==> src/rtl/secded_pkg.sv <==
package secded_pkg;
    localparam int DATA_W   = 64;
    localparam int CHK_W    = 8;
    localparam int SYN_W    = CHK_W - 1;
    localparam int CODE_W   = DATA_W + SYN_W;
    localparam int ALIGN_W  = $clog2(DATA_W / 8);
    localparam int CLR_COR  = 0;
    localparam int CLR_UNC  = 1;

    typedef enum logic [1:0] {
        ECC_CLEAN  = 2'd0,
        ECC_SINGLE = 2'd1,
        ECC_DOUBLE = 2'd2
    } ecc_class_e;

    // Hamming position of data bit idx: the idx-th non-power-of-two position.
    function automatic int data_pos(input int idx);
        int cnt;
        int res;
        cnt = 0;
        res = 0;
        for (int p = 1; p <= CODE_W; p++) begin
            if ((p & (p - 1)) != 0) begin
                if (cnt == idx) res = p;
                cnt++;
            end
        end
        return res;
    endfunction

    // Data bits covered by Hamming check bit k.
    function automatic logic [DATA_W-1:0] cover_mask(input int k);
        logic [DATA_W-1:0] m;
        m = '0;
        for (int j = 0; j < DATA_W; j++) begin
            m[j] = ((data_pos(j) >> k) & 1) != 0;
        end
        return m;
    endfunction
endpackage

==> src/rtl/ecc_capture.sv <==
module ecc_capture
    import secded_pkg::*;
#(
    parameter int ADDR_W = 32
) (
    input  logic              clk,
    input  logic              rst_n,
    input  logic              log_sbe,
    input  logic              log_dbe,
    input  logic [ADDR_W-1:0] log_addr,
    input  logic              clr_wr,
    input  logic [1:0]        clr_mask,
    output logic              cor_flag,
    output logic [ADDR_W-1:0] cor_addr,
    output logic              unc_flag,
    output logic [ADDR_W-1:0] unc_addr
);
    typedef struct packed {
        logic              cf;
        logic [ADDR_W-1:0] ca;
        logic              uf;
        logic [ADDR_W-1:0] ua;
    } cap_t;

    cap_t cap_d, cap_q;

    always_comb begin
        logic clr_c;
        logic clr_u;
        cap_d = cap_q;
        clr_c = clr_wr && clr_mask[CLR_COR];
        clr_u = clr_wr && clr_mask[CLR_UNC];
        if (clr_c) cap_d.cf = 1'b0;
        if (clr_u) cap_d.uf = 1'b0;
        // A capture is open when empty or being cleared in this cycle.
        if (log_sbe && (!cap_q.cf || clr_c)) begin
            cap_d.cf = 1'b1;
            cap_d.ca = log_addr;
        end
        if (log_dbe && (!cap_q.uf || clr_u)) begin
            cap_d.uf = 1'b1;
            cap_d.ua = log_addr;
        end
    end

    always_ff @(posedge clk or negedge rst_n) begin
        if (!rst_n) cap_q <= '0;
        else        cap_q <= cap_d;
    end

    assign cor_flag = cap_q.cf;
    assign cor_addr = cap_q.ca;
    assign unc_flag = cap_q.uf;
    assign unc_addr = cap_q.ua;
endmodule

==> config.mk <==
export PLATFORM = sky130hd
export DESIGN_NAME = ecc_capture
export DESIGN_NICKNAME = d
export VERILOG_FILES = /design/src/rtl/secded_pkg.sv /design/src/rtl/ecc_capture.sv
export SDC_FILE = /design/constraint.sdc
export NUM_CORES = 1
export LEC_CHECK = 0
export CAP_MARGIN = 20
export CORE_UTILIZATION = 47
export DETAILED_ROUTE_END_ITERATION = 16
export PLACE_DENSITY = 0.89
export SYNTH_ARGS = -nofsm -noshare
export SYNTH_HDL_FRONTEND = slang
export SYNTH_SLANG_ARGS = --single-unit
==> constraint.sdc <==
create_clock -name clk -period 1.2 [get_ports clk]
set_clock_uncertainty 0.05 [all_clocks]
set_input_delay 0.18 -clock clk [delete_from_list [all_inputs] [get_ports clk]]
set_output_delay 0.18 -clock clk [all_outputs]
set_load 0.005 [all_outputs]
==> run metrics <==
number of global-route vias before repair=2987; first-pass GRT wire length=14.93 mm; IO Port Bufs=104; Lkg Pwr=2.341 nW; Yosys cell types=12; I/O pin cnt=105; vias after detailed routing=around 2800; Yosys top cell by area=dfrtp_1; P&R area growth vs syn=45.49%; CTS buffer count=9; Post-route DRC=0; sw frac=27.97%; Internal=~0.0053 W; RSZ-0062 raised after global routing=yes; Setup CP Type=reg2reg; Routed Antenna Nets=0; Placed Cells=485; Setup crit start=unc_flag$_DFFE_PN0P_; Final setup viols=33; Worst Path Max Fanout=7; Worst VDD drop=781.1 uV; initial antenna violation count=0; status=complete, but fails checks; Synth Cell Area=3411 um2; Synth top cells by count=66 x dfrtp_1, 64 x inv_1, 64 x nand2_1; Overflow after GRT=0; H-tree Lvls=3; most numerous cell in the Yosys netlist=dfrtp_1; Register Area=1652 um2; fraction of layout cells with a size suffix above 1=between 40% and 50%; Placer Congestion=0.7928; Final min period=1290 ps; max frequency=approximately 780 MHz; Clk pwr share=30.4%; NetSw=approximately 0.0020 W; Synth warnings=0; Non-Filler Instances=530; Tightest Hold Check Type=in2async; top cell type's share of synthesized area=approximately half; clock-pin slew on the worst setup and hold paths=70 ps; 1st-pass router iterations=4; register area share after synthesis=between 40 and 50%; diode count=0; area of the multi-input gates=1396 um2; Die H=a little under 90 um; Sequential Power Share=39.2%; Req. time, crit path=1370 ps; Mapped Nets=approximately 330; Worst setup EP type=flip-flop; fillers=489; Comb power frac=30.4%; Slew HR=76.08%; Synth area leaders=dfrtp_1 48%, o32ai_2 29%, inv_1 7.0%, nand2_1 7.0%, buf_6 3.3%; failing checks=setup timing; clock buffer depth=2; ys flop type=dfrtp_1; gr usage total=26.51%; post-placement cell area=about 4700 um2; Final Max Tran Viols=0; die area=7601 um2; fin crit share=107.5%; Net count, final=468; Core Region=6907 um2; ys async rst share=100.0%; PD cells=about 1500 nW/um2; final core utilization=71.85%; 1st-iter DRT viols=166; Hold Violations, Final=0; Final WS setup=-90.13 ps; Max-Cap Viols=0; crit start category=flip-flop; Final Cell Area=just under 5000 um2; clk root buf=clkbuf_8; cells after synthesis=294; Reg2Reg Launch Point=unc_flag$_DFFE_PN0P_; Rows=30; crit path DAT=1460 ps; Post-synth EDFFs=0; TritonCTS clock tree=yes; Seq cells post-synth=66; per-cell routed wire length=18.49 um; syn_area_per_cell=11.60 um2; DP Wirelength=6.215 mm; Die X-Extent=87.19 um; Post-Route WL=9.802 mm; initial cell density of the core=roughly half; largest net degree at the start of global routing=67; Avg Vias per Cell=about 5.4; CTS Sinks=66; Slew @ Worst Pin=358.8 ps; clk_lat worst skew=340 ps
-- critical path, cell delays in order, from the launching register on --
cell and delay (ps):
dfrtp_1 410, buf_6 130, and2b_4 310, clkbuf_16 180, o32ai_2 70
-- final cells by class --
type / count / share of cell area [%]
flip-flops and latches: 66 / 33.28
multi-input cells: 137 / 28.14
repair buffers: 151 / 26.63
inverters: 64 / 4.841
clock buffers: 10 / 2.572
well taps: 96 / 2.421
clock inverters: 6 / 2.118
-- kinds of logic (layout without fill, tap and decap cells) --
logic type / after synthesis / after routing / synth area share [%]
AOI/OAI and AO/OA: 66 / 66 / 30.30
DFF: 66 / 66 / 48.42
buffers and inverters: 92 / 231 / 12.77
and+or+nand+nor: 70 / 71 / 8.510
-- power by group through the flow --
stage          Sequential (W)  Clock (W)  Combinational [W]
6_report              0.00287    0.00223            0.00223
3_3_place_gp          0.00288          0            0.00218
5_1_grt               0.00290    0.00235            0.00240
2_1_floorplan         0.00289          0            0.00101
4_1_cts               0.00286    0.00224            0.00227
3_5_place_dp          0.00290          0            0.00226
-- flip-flops by register name, summed over array words and instances (netlist names) --
signal / flops
cor_flag: 1
unc_flag: 1
unc_addr: 32
cor_addr: 32
-- per-layer routing --
metal / global-route usage, % / share of wire, % / wire length, um / up-vias
met4: 12.37 / 2.4 / 237 / 0
met5: 0 / 0 / 0 / -
li1: - / - / - / 1273
met2: 44.88 / 52 / 5100 / 122
met1: 32.66 / 39 / 3866 / 1417
met3: 5.308 / 6.1 / 597 / 27
-- placed cells by master (no fill, tap or decap) --
cell type / netlist / layout
dfrtp_1: 66 / 66
dlygate4sd3_1: 0 / 1
o32ai_4: 0 / 3
or2_1: 2 / 2
buf_4: 0 / 32
clkbuf_16: 0 / 2
o32ai_1: 4 / 3
bufinv_16: 0 / 3
clkdlybuf4s50_1: 0 / 36
clkdlybuf4s15_1: 0 / 18
dlygate4sd2_1: 0 / 2
and2b_4: 0 / 2
clkbuf_8: 0 / 9
clkbuf_1: 6 / 1
inv_1: 64 / 64
clkinv_2: 0 / 3
buf_12: 0 / 10
a21boi_4: 0 / 2
o32ai_2: 60 / 58
clkbuf_2: 0 / 40
buf_2: 12 / 8
nand2_1: 64 / 64
buf_6: 10 / 2
and3_4: 2 / 3
-- worst paths after layout --
| check | end | slack [ps] | cells past startpoint |
|---|---|---|---|
| max reg2reg | unc_addr[29]$_DFFE_PN0P_ | -90 | 4 |
| min in group clk | unc_addr[28]$_DFFE_PN0P_ | 400 | 3 |
| max in group asynchronous | unc_addr[16]$_DFFE_PN0P_ | 470 | 3 |
| max | unc_addr[29]$_DFFE_PN0P_ | -90 | 4 |
| min reg2reg | cor_addr[26]$_DFFE_PN0P_ | 510 | 2 |
| min | unc_addr[1]$_DFFE_PN0P_ | 340 | 3 |
-- what timing repair did --
item / 4_1_cts / 5_1_grt
pin swaps: 2 / 1
hold endpoints to repair: 66 / 0
gates resized for setup: 149 / 46
gates cloned: 1 / 2
hold buffers: 1 / 0
setup endpoints to repair: 103 / 89
setup buffers: 19 / 6
-- per-stage QoR --
stage	TNS [ps]	hold WS (ps)	setup slack, ps	total power [W]
3_5_place_dp	-28360	172.7	-526.1	0.005163
5_1_grt	-2894	366.1	-103.8	0.007654
6_report	-2306	340.5	-90.13	0.007325
3_3_place_gp	-25080	172.1	-468.0	0.005063
4_1_cts	-1565	347.0	-85.45	0.007364
2_1_floorplan	0	-165.6	47.52	0.003896
(Power assumes the default switching activity.)
